## src/rtl/xl_pkg.sv

```systemverilog
// Shared definitions for the translation unit: fault codes, entry flag
// positions and the permission test. Assumes a two-bit permission field
// where the low bit grants read and the high bit grants write.
package xl_pkg;

    typedef enum logic [1:0] {
        FLT_NONE = 2'd0,
        FLT_PROT = 2'd1,
        FLT_SEG  = 2'd2,
        FLT_PAGE = 2'd3
    } fault_e;

    localparam int FLAG_W   = 4;
    localparam int BIT_VAL  = 0;
    localparam int BIT_PRES = 1;
    localparam int BIT_RD   = 2;
    localparam int BIT_WR   = 3;

    // Returns 1 when the permission field allows this access type.
    function automatic logic access_ok(input logic [1:0] perm, input logic is_wr);
        return is_wr ? perm[1] : perm[0];
    endfunction

endpackage

```

## src/rtl/xl_pte_check.sv

```systemverilog
// Classifies a fetched page-table entry for one access. The checks run in a
// fixed order: valid first, then permission, then present. Purely combinational.
module xl_pte_check
    import xl_pkg::*;
(
    input  logic [FLAG_W-1:0] pte_flags,
    input  logic              is_wr,
    output logic [1:0]        fault,
    output logic              fill
);

    // Apply the ordered checks and flag a cacheable entry.
    always_comb begin
        fill  = 1'b0;
        fault = FLT_NONE;
        if (!pte_flags[BIT_VAL]) begin
            fault = FLT_SEG;
        end else if (!access_ok(pte_flags[BIT_WR:BIT_RD], is_wr)) begin
            fault = FLT_PROT;
        end else if (!pte_flags[BIT_PRES]) begin
            fault = FLT_PAGE;
        end else begin
            fill = 1'b1;
        end
    end

endmodule

```

## src/rtl/xl_tlb.sv

```systemverilog
// Fully associative translation cache. One combinational lookup port and one
// write port. A write fills the lowest empty slot, or the slot under a
// rotating pointer when all are full. Flush clears all valid bits and wins
// over a write in the same cycle. Assumes the caller never writes a page
// that is already present.
module xl_tlb #(
    parameter int ENTRIES = 8,
    parameter int VPN_W   = 20,
    parameter int PFN_W   = 28,
    parameter int PERM_W  = 2
) (
    input  logic              clk,
    input  logic              rst_n,
    input  logic              flush,
    input  logic [VPN_W-1:0]  lk_vpn,
    output logic              lk_hit,
    output logic [PFN_W-1:0]  lk_pfn,
    output logic [PERM_W-1:0] lk_perm,
    input  logic              wr_en,
    input  logic [VPN_W-1:0]  wr_vpn,
    input  logic [PFN_W-1:0]  wr_pfn,
    input  logic [PERM_W-1:0] wr_perm
);

    localparam int IDX_W = (ENTRIES > 1) ? $clog2(ENTRIES) : 1;
    localparam logic [IDX_W-1:0] LAST = IDX_W'(ENTRIES - 1);

    logic [ENTRIES-1:0] slot_v;
    logic [ENTRIES-1:0] match;
    logic [VPN_W-1:0]   slot_vpn  [ENTRIES];
    logic [PFN_W-1:0]   slot_pfn  [ENTRIES];
    logic [PERM_W-1:0]  slot_perm [ENTRIES];
    logic [IDX_W-1:0]   rr_ptr;
    logic [IDX_W-1:0]   victim;
    logic               has_free;

    // Per-slot tag comparators.
    generate
        for (genvar g = 0; g < ENTRIES; g++) begin : g_cmp
            assign match[g] = slot_v[g] && (slot_vpn[g] == lk_vpn);
        end
    endgenerate

    assign lk_hit = |match;

    // OR-mux the data of the single matching slot.
    always_comb begin
        lk_pfn  = '0;
        lk_perm = '0;
        for (int i = 0; i < ENTRIES; i++) begin
            if (match[i]) begin
                lk_pfn  = lk_pfn | slot_pfn[i];
                lk_perm = lk_perm | slot_perm[i];
            end
        end
    end

    // Pick the lowest empty slot, else the rotating pointer.
    always_comb begin
        has_free = 1'b0;
        victim   = rr_ptr;
        for (int i = ENTRIES - 1; i >= 0; i--) begin
            if (!slot_v[i]) begin
                has_free = 1'b1;
                victim   = IDX_W'(i);
            end
        end
    end

    // Valid bits and replacement pointer.
    always_ff @(posedge clk) begin
        if (!rst_n) begin
            slot_v <= '0;
            rr_ptr <= '0;
        end else if (flush) begin
            slot_v <= '0;
        end else if (wr_en) begin
            slot_v[victim] <= 1'b1;
            if (!has_free) begin
                rr_ptr <= (rr_ptr == LAST) ? '0 : rr_ptr + 1'b1;
            end
        end
    end

    // Slot payload storage, no reset needed.
    always_ff @(posedge clk) begin
        if (wr_en) begin
            slot_vpn[victim]  <= wr_vpn;
            slot_pfn[victim]  <= wr_pfn;
            slot_perm[victim] <= wr_perm;
        end
    end

    // a page is never cached twice, so at most one slot matches.
    p_single_match_r6: assert property (@(posedge clk) disable iff (!rst_n)
        $onehot0(match));

    // a flush leaves no valid slot behind.
    p_flush_clears_r10: assert property (@(posedge clk) disable iff (!rst_n)
        flush |=> (slot_v == '0));

endmodule

```

## src/rtl/xl_mmu.sv

```systemverilog
// Translation unit top. Accepts one request at a time, looks it up in the
// cache and, on a miss, reads one page-table entry. A usable entry is cached
// and the lookup retried; otherwise a fault is returned. Results are
// registered and shown for one cycle. Assumes memory returns exactly one
// response per accepted read.
module xl_mmu #(
    parameter int VA_W      = 32,
    parameter int OFF_W     = 12,
    parameter int PTE_W     = 32,
    parameter int PTE_BYTES = 4,
    parameter int MA_W      = 32,
    parameter int ENTRIES   = 8
) (
    input  logic                          clk,
    input  logic                          rst_n,
    input  logic                          flush,
    input  logic                          req_valid,
    output logic                          req_ready,
    input  logic [VA_W-1:0]               req_va,
    input  logic                          req_write,
    input  logic [MA_W-1:0]               ptbr,
    output logic                          rsp_done,
    output logic [1:0]                    rsp_fault,
    output logic [PTE_W-xl_pkg::FLAG_W+OFF_W-1:0] rsp_pa,
    output logic                          mem_req_valid,
    input  logic                          mem_req_ready,
    output logic [MA_W-1:0]               mem_req_addr,
    input  logic                          mem_rsp_valid,
    input  logic [PTE_W-1:0]              mem_rsp_data
);
    import xl_pkg::*;

    localparam int VPN_W  = VA_W - OFF_W;
    localparam int PFN_W  = PTE_W - FLAG_W;
    localparam int PA_W   = PFN_W + OFF_W;
    localparam int PTE_SH = $clog2(PTE_BYTES);

    typedef enum logic [1:0] {S_IDLE, S_LOOK, S_MREQ, S_MWAIT} state_e;

    state_e            state;
    logic [VA_W-1:0]   va_q;
    logic              wr_q;
    logic [VPN_W-1:0]  vpn;
    logic [OFF_W-1:0]  off;
    logic              tlb_hit;
    logic [PFN_W-1:0]  tlb_pfn;
    logic [1:0]        tlb_perm;
    logic              tlb_wr;
    logic [1:0]        chk_fault;
    logic              chk_fill;

    assign vpn = va_q[VA_W-1:OFF_W];
    assign off = va_q[OFF_W-1:0];

    assign req_ready     = (state == S_IDLE);
    assign mem_req_valid = (state == S_MREQ);
    assign mem_req_addr  = ptbr + MA_W'({vpn, {PTE_SH{1'b0}}});
    assign tlb_wr        = (state == S_MWAIT) && mem_rsp_valid && chk_fill;

    xl_tlb #(
        .ENTRIES(ENTRIES),
        .VPN_W  (VPN_W),
        .PFN_W  (PFN_W),
        .PERM_W (2)
    ) u_tlb (
        .clk    (clk),
        .rst_n  (rst_n),
        .flush  (flush),
        .lk_vpn (vpn),
        .lk_hit (tlb_hit),
        .lk_pfn (tlb_pfn),
        .lk_perm(tlb_perm),
        .wr_en  (tlb_wr),
        .wr_vpn (vpn),
        .wr_pfn (mem_rsp_data[PTE_W-1:FLAG_W]),
        .wr_perm(mem_rsp_data[BIT_WR:BIT_RD])
    );

    xl_pte_check u_chk (
        .pte_flags(mem_rsp_data[FLAG_W-1:0]),
        .is_wr    (wr_q),
        .fault    (chk_fault),
        .fill     (chk_fill)
    );

    // Control sequence and registered one-cycle result.
    always_ff @(posedge clk) begin
        if (!rst_n) begin
            state     <= S_IDLE;
            va_q      <= '0;
            wr_q      <= 1'b0;
            rsp_done  <= 1'b0;
            rsp_fault <= FLT_NONE;
            rsp_pa    <= '0;
        end else begin
            rsp_done <= 1'b0;
            case (state)
                S_IDLE: begin
                    if (req_valid) begin
                        va_q  <= req_va;
                        wr_q  <= req_write;
                        state <= S_LOOK;
                    end
                end
                S_LOOK: begin
                    if (tlb_hit) begin
                        rsp_done <= 1'b1;
                        state    <= S_IDLE;
                        if (access_ok(tlb_perm, wr_q)) begin
                            rsp_fault <= FLT_NONE;
                            rsp_pa    <= {tlb_pfn, off};
                        end else begin
                            rsp_fault <= FLT_PROT;
                            rsp_pa    <= '0;
                        end
                    end else begin
                        state <= S_MREQ;
                    end
                end
                S_MREQ: begin
                    if (mem_req_ready) state <= S_MWAIT;
                end
                S_MWAIT: begin
                    if (mem_rsp_valid) begin
                        if (chk_fill) begin
                            state <= S_LOOK;
                        end else begin
                            rsp_done  <= 1'b1;
                            rsp_fault <= chk_fault;
                            rsp_pa    <= '0;
                            state     <= S_IDLE;
                        end
                    end
                end
                default: state <= S_IDLE;
            endcase
        end
    end

    // the result strobe never lasts two cycles.
    p_done_pulse_r8: assert property (@(posedge clk) disable iff (!rst_n)
        rsp_done |=> !rsp_done);

    // an accepted request blocks the next one.
    p_accept_busy_r8: assert property (@(posedge clk) disable iff (!rst_n)
        (req_valid && req_ready) |=> !req_ready);

    // a stalled table read holds its request and address.
    p_mreq_hold_r3: assert property (@(posedge clk) disable iff (!rst_n)
        (mem_req_valid && !mem_req_ready) |=> (mem_req_valid && $stable(mem_req_addr)));

    // a faulting result carries no address.
    p_fault_nopa_r2: assert property (@(posedge clk) disable iff (!rst_n)
        (rsp_done && rsp_fault != 2'd0) |-> (rsp_pa == '0));

endmodule

```

## config.mk

```make
export PLATFORM = sky130hd
export DESIGN_NAME = xl_mmu
export DESIGN_NICKNAME = d
export VERILOG_FILES = /design/src/rtl/xl_pkg.sv /design/src/rtl/xl_pte_check.sv /design/src/rtl/xl_tlb.sv /design/src/rtl/xl_mmu.sv
export SDC_FILE = /design/constraint.sdc
export NUM_CORES = 1
export LEC_CHECK = 0
export ABC_AREA = 1
export ABC_CLOCK_PERIOD_IN_PS = 5800
export BUFFER_PORTS_ARGS = -buffer_cell sky130_fd_sc_hd__buf_2
export CAP_MARGIN = 20
export CORE_ASPECT_RATIO = 0.7
export CORE_MARGIN = 2
export CORE_UTILIZATION = 65
export CTS_CLUSTER_DIAMETER = 150
export DETAILED_ROUTE_END_ITERATION = 8
export HOLD_SLACK_MARGIN = 0.06
export PLACE_DENSITY = 0.86
export RECOVER_POWER = 50
export SYNTH_ARGS = -nofsm -noshare
export SYNTH_HDL_FRONTEND = slang
export SYNTH_HIERARCHICAL = 1
export SYNTH_SLANG_ARGS = --single-unit
```

## constraint.sdc

```tcl
create_clock -name clk -period 5.8 [get_ports clk]
set_input_delay 0.58 -clock clk [delete_from_list [all_inputs] [get_ports clk]]
set_output_delay 0.58 -clock clk [all_outputs]
set_load 0.03 [all_outputs]
```

# Yosys cells after proc, flatten, opt, wreduce, memory -nomap -nowiden

Memory sizes are Yosys's and may differ from the RTL's.
Index checks and enable logic that the tools add are counted.

Bits in registers: 89
Memory bits (writable): 400
Output and inout port bits: 77
Word-level logic and storage cells: 134
Memories kept: 3

Add/subtract/negate cells: 2
Order comparisons: 2
Equality and inequality tests: 17
Muxes and demuxes: 65
Bitwise logic cells: 18
Reduce and logical (&&, ||, !) cells: 19

Memories:

| name            | words | width | rd ports | clocked after Yosys merged registers in | wr ports | line         | RTL |
|---|---|---|---|---|---|---|---|
| u_tlb.slot_pfn  | 8     | 28    | 8        | 0                                       | 1        | xl_tlb.sv:31 | `logic [PFN_W-1:0] slot_pfn [ENTRIES];` |
| u_tlb.slot_vpn  | 8     | 20    | 8        | 0                                       | 1        | xl_tlb.sv:30 | `logic [VPN_W-1:0] slot_vpn [ENTRIES];` |
| u_tlb.slot_perm | 8     | 2     | 8        | 0                                       | 1        | xl_tlb.sv:32 | `logic [PERM_W-1:0] slot_perm [ENTRIES];` |

Operators with widths:

| cell                  | count |
|---|---|
| $mux W28              | 8 |
| $or A28 B28 Y28       | 7 |
| $eq A20 B20 Y1        | 8 |
| $mux W40              | 4 |
| $pmux W40 S2          | 1 |
| $mux W2               | 18 |
| $add A32 B22 Y32      | 1 |
| $mux W3               | 9 |
| $mux W1               | 21 |
| $or A2 B2 Y2          | 7 |
| $logic_and A1 B1 Y1   | 11 |
| $ne A2 B2 Y1 const B  | 4 |
| $or A8 B8 Y8          | 1 |
| $pmux W2 S4           | 1 |
| $reduce_or A8 Y1      | 1 |
| $reduce_and A3 Y1     | 2 |
| $eq A2 B2 Y1 const B  | 2 |
| $lt A3 B4 Y1 const B  | 1 |
| $pmux W2 S2           | 1 |
| $reduce_and A4 Y1     | 1 |
| $add A3 B1 Y3 const B | 1 |
| $demux W1 S3          | 1 |
| $eq A3 B3 Y1 const B  | 1 |
| $ge A3 B1 Y1 const B  | 1 |
| 8 further kinds       | 10 |

# Depth between registers and ports, before layout

An unclocked memory read counts as a cell.

Word-level depth: 22
Depth in mapped cells: 18
Gate-level depth less buffers: 15

# By module

Netlist, hierarchy kept.

By module, submodules not included:

| module       | instances | cells an instance | area each (um^2) |
|---|---|---|---|
| xl_tlb       | 1         | 1,641             | 18,189.9 |
| xl_mmu       | 1         | 755               | 4,717.0 |
| xl_pte_check | 1         | 11                | 56.3 |

# Worst setup path after synthesis

No wires, ideal clock.

Path type: input to register
Start point: in mem_rsp_data[3]
End point: mem u_tlb.slot_perm[0][0], enable pin
Arrival: 3,627 ps
Required time: 5,326 ps
Slack: 1,699 ps
Cell stages on the path: 8
Path buffers: 0
Cell sequence: nand2_1 > nand2_2 > nand2_2 > nor2_2 > nand2_1 > nor2_1 > nand3_1 > a21oi_1

Cells in the longest elaborated chain, start to end: 6

Ends and longest elaborated chain:

| element                       | line               | RTL |
|---|---|---|
| from (decl)                   | xl_mmu.sv:29       | `input logic [PTE_W-1:0] mem_rsp_data` |
| $mux W1                       | xl_pkg.sv:21       | `return is_wr ? perm[1] : perm[0];` |
| $mux W1                       | xl_pte_check.sv:18 | `end else if (!access_ok(pte_flags[BIT_WR:BIT_RD], is_wr)) begin` |
| $mux W1                       | xl_pte_check.sv:16 | `if (!pte_flags[BIT_VAL]) begin` |
| named net chk_fill            | xl_mmu.sv:50       | `logic chk_fill;` |
| $logic_and A1 B1 Y1           | xl_mmu.sv:58       | `assign tlb_wr = (state == S_MWAIT) && mem_rsp_valid && chk_fill;` |
| named net tlb_wr              | xl_mmu.sv:48       | `logic tlb_wr;` |
| $mux W1                       | xl_tlb.sv:87       | `if (wr_en) begin` |
| $mux W1 (implied by the code) | xl_tlb.sv:90       | `slot_perm[victim] <= wr_perm;` |
| to (decl)                     | xl_tlb.sv:32       |  |

The timed path passes the listed nets, and every way through them passes these cells.

# Worst setup path after layout

Start point: reg va_q[22]
End point: reg rsp_pa[8] (netlist name)

RTL lines:

| element                       | line          | RTL |
|---|---|---|
| from (decl)                   | xl_mmu.sv:41  | `logic [VA_W-1:0] va_q;` |
| from (signal assigned)        | xl_mmu.sv:100 | `va_q <= req_va;` |
| $eq A20 B20 Y1                | xl_tlb.sv:40  | `assign match[g] = slot_v[g] && (slot_vpn[g] == lk_vpn);` |
| $logic_and A1 B1 Y1           | xl_tlb.sv:40  |  |
| $reduce_or A8 Y1 *            | xl_tlb.sv:44  | `assign lk_hit = \|match;` |
| named net tlb_hit             | xl_mmu.sv:45  | `logic tlb_hit;` |
| $ne A2 B2 Y1 (no line) *      | --            |  |
| $reduce_and A4 Y1 (no line) * | --            |  |
| to (signal assigned)          | xl_mmu.sv:111 | `rsp_pa <= {tlb_pfn, off};` |
| to (decl)                     | xl_mmu.sv:24  | `output logic [PTE_W-xl_pkg::FLAG_W+OFF_W-1:0] rsp_pa,` |

Mark *: on every way through the listed nets, which the timed path passes. The rest lies on a longest branch. The select of a mux whose other input is x is not followed.
A chain may end at the register's enable or synchronous reset.

==> run metrics <==
outcome complete, but fails checks; failing checks max-capacitance violations, max-slew violations; Post-CTS Resized 0; clock root buffer clkbuf_16; Seq/Total Area, Yosys between 60% and 70%; TritonCTS clock tree built; row count 57; initial antenna violation count 1; Critical Path Start va_q[22]; Post-CTS Setup Bufs 0; full die area 0.0369 mm2; GRT Residual Overflow 0; Via Count 19100; #FFs+latches synth 489; CP Launch Type flip-flop; CP required 6.29 ns; DR vias/cell 6.23; critical-path cell list clkbuf_1, inv_2, nand2_1, nand2_1, nor2_1, nand2_1, nor2_4, buf_4, nand3_1, nand2_1, nor2_1, nand2_1, nand3_1, nand2_2, buf_4, o21ai_0, a21oi_1; unrepaired setup endpoints after global routing false; Mapped Area 0.0230 mm2; multi-input logic area between 0.007 and 0.008 mm2; r2r startpoint va_q[22]; ANT cells 0; Critical Path Slowest Stage Cell clkbuf_1; FMAX 219 MHz; Detail Route Antenna Nets 0; CP Class reg2reg; Num CTS Buffers 45; Chip Width 229 um; CP Capture Type flip-flop; post-synth top area share 52.3%; Pre-antenna DRT Iters 6; hold path startpoint req_va[1]; largest net degree at the start of global routing 73; # clock sinks 489; Yosys cell types 33; Worst IR Drop VDD between 200 and 250 uV; Max Clock Skew approximately 0.032 ns; fraction of registers with async set/reset 0%; CTS H-tree lvls 2; wire per inst 22.4 um; DR iter-0 viols 3374; share of layout cells above drive strength 1 10.0%; Hold Path Stages 3; Port-buffer cells about 180; Layout fillers 2529; Rel. slew slack -0.688%; worst-margin pin slew approximately 1.5 ns; Gate Count Post-Synth 2407; Most common cell on crit path nand2_1; Synth Flop Type edfxtp_1; # hold bufs at CTS 0; GP Congestion 0.958; Tot GR Track Use a little under two fifths; Seq. cell area 0.0138 mm2; Final Hold Fails 0; CP Max Fanout 44; # IOs 180; final worst path period share between 70% and 80%; Post-synth EDFFs 400; min cycle time layout 4.56 ns; Avg Inst Size Synth roughly 9.5 um2; R2R depth 17; Die H 161 um; Hold Slack 0.268 ns; number of max-cap violations 1; Critical Path AT 5.05 ns; Core Area 0.0347 mm2; vias in the first global route between 15000 and 20000; top cells by area, synth edfxtp_1 52%, nand2_1 11%, dfxtp_1 7.8%; Layout Nets between 2000 and 3000; Power Density 303 mW/mm2; Initial Utilization 66.1%; synth-to-layout area growth 9.71%; Critical Path Max Stage Delay approximately 0.74 ns; Syn. warnings 6; setup TNS 0 ns; wirelength, routed roughly 69 mm; leakage power 10.4 nW; first-pass GRT wire length roughly 100 mm; cell taking the most area after synthesis edfxtp_1; CTS Buffer Depth 3; Hold Path Class in2reg; Layout Utilization between 70% and 80%; # DRC 0; Skew-Pair Late Insertion Delay between 0.5 and 0.6 ns; Final Setup Violations 0; CTS clk-pin slew, worst paths 0.07 ns; Final Max Tran Viols between 40 and 50; DP HPWL 44.9 mm; syn_nets around 2500
-- registers in the layout, summed over array words and instances, names as in the netlist, named ones only --
name / cells
rsp_done: 1
rsp_fault: 2
rsp_pa: 40
state: 1
u_tlb/rr_ptr: 3
u_tlb/slot_perm: 16
u_tlb/slot_pfn: 224
u_tlb/slot_v: 8
u_tlb/slot_vpn: 160
va_q: 32
wr_q: 1
-- synth_stat cells, types with 2 or more instances --
cell,count
nand2_1,666
edfxtp_1,400
nand4_1,254
nor2_1,238
inv_1,209
o21ai_0,113
nand3_1,97
dfxtp_1,89
a21oi_1,68
buf_4,48
buf_2,28
buf_6,23
ha_1,22
xor2_1,22
o21ai_1,21
clkbuf_1,20
inv_2,17
nor2_2,17
xnor2_1,15
nor3_1,8
nand2_2,7
nor2_4,6
o211ai_1,5
or2_2,4
o21bai_1,2
-- logic make-up (layout without fill, tap and decap cells) --
family          Yosys count  in the layout  share of synthesized area (%)
fa+ha+maj                23             23                           1.29
buf+inv                 346            529                           7.36
flops                   489            489                           60.1
xor+xnor                 37             37                           1.41
simple gates           1298           1298                           25.1
compound gates          214            214                           4.81
-- layer usage --
metal	track usage (%)	wire (um)	vias up
met5	0	9	-
met1	55.0	27000	8911
met3	10.6	10700	173
met4	11.6	1870	2
li1	-	-	8527
met2	53.2	29200	1471
-- where the power goes --
group	total, W	switching [W]	internal [W]
clock	0.00282	0.00129	0.00153
sequential	0.00393	0.0000788	0.00385
combinational	0.000891	0.000659	0.000232
total	0.00765	0.00203	0.00562
-- cells in the final DEF (no fill, tap or decap), types with 7 or more instances in the layout --
cell,n
xor2_1,22
inv_1,205
buf_4,35
nor3_1,8
edfxtp_1,400
clkbuf_16,46
nand2_1,668
nor2_1,234
a21oi_1,67
buf_2,99
clkinv_2,11
ha_1,22
nor2_4,7
clkbuf_1,99
o21ai_0,113
inv_2,21
o21ai_1,21
nand3_1,97
nor2_2,20
dfxtp_1,89
nand4_1,254
xnor2_1,15
-- per-stage QoR --
| stage | setup WS (ns) | instances | power, W | cell area, um2 |
|---|---|---|---|---|
| 2_1_floorplan | 1.70 | 2407 | 0.00457 | 23000 |
| 3_3_place_gp | 1.85 | 2979 | 0.00486 | 24000 |
| 3_5_place_dp | 1.74 | 2979 | 0.00488 | 24000 |
| 4_1_cts | 1.69 | 3062 | 0.00764 | 25300 |
| 5_1_grt | 1.00 | 3062 | 0.00788 | 25200 |
| 6_report | 1.24 | 3062 | 0.00765 | 25200 |
-- worst max-delay path: cells and delay by family, from the launching register on --
kind | cells | cell delay (ns)
AND/OR/NAND/NOR | 11 | 1.85
buffers and inverters | 4 | 1.84
flip-flops | 1 | 0.44
AO/OA/AOI/OAI | 2 | 0.32
-- worst paths after layout --
kind                       end  slack (ns)
hold reg to reg   rsp_fault[1]        0.47
hold / removal         va_q[1]        0.27
setup reg to reg     rsp_pa[8]        1.24
setup / recovery     rsp_pa[8]        1.24
-- area by class of cell --
class | instances | share of cell area (%)
clock inverter | 19 | 0.437
clock buffer | 64 | 5.04
inverter | 226 | 3.37
timing repair buffer | 220 | 4.29
multi-input combinational | 1572 | 29.8
tap | 472 | 2.34
sequential | 489 | 54.8
Note: power is estimated with default switching activity, not from simulation.
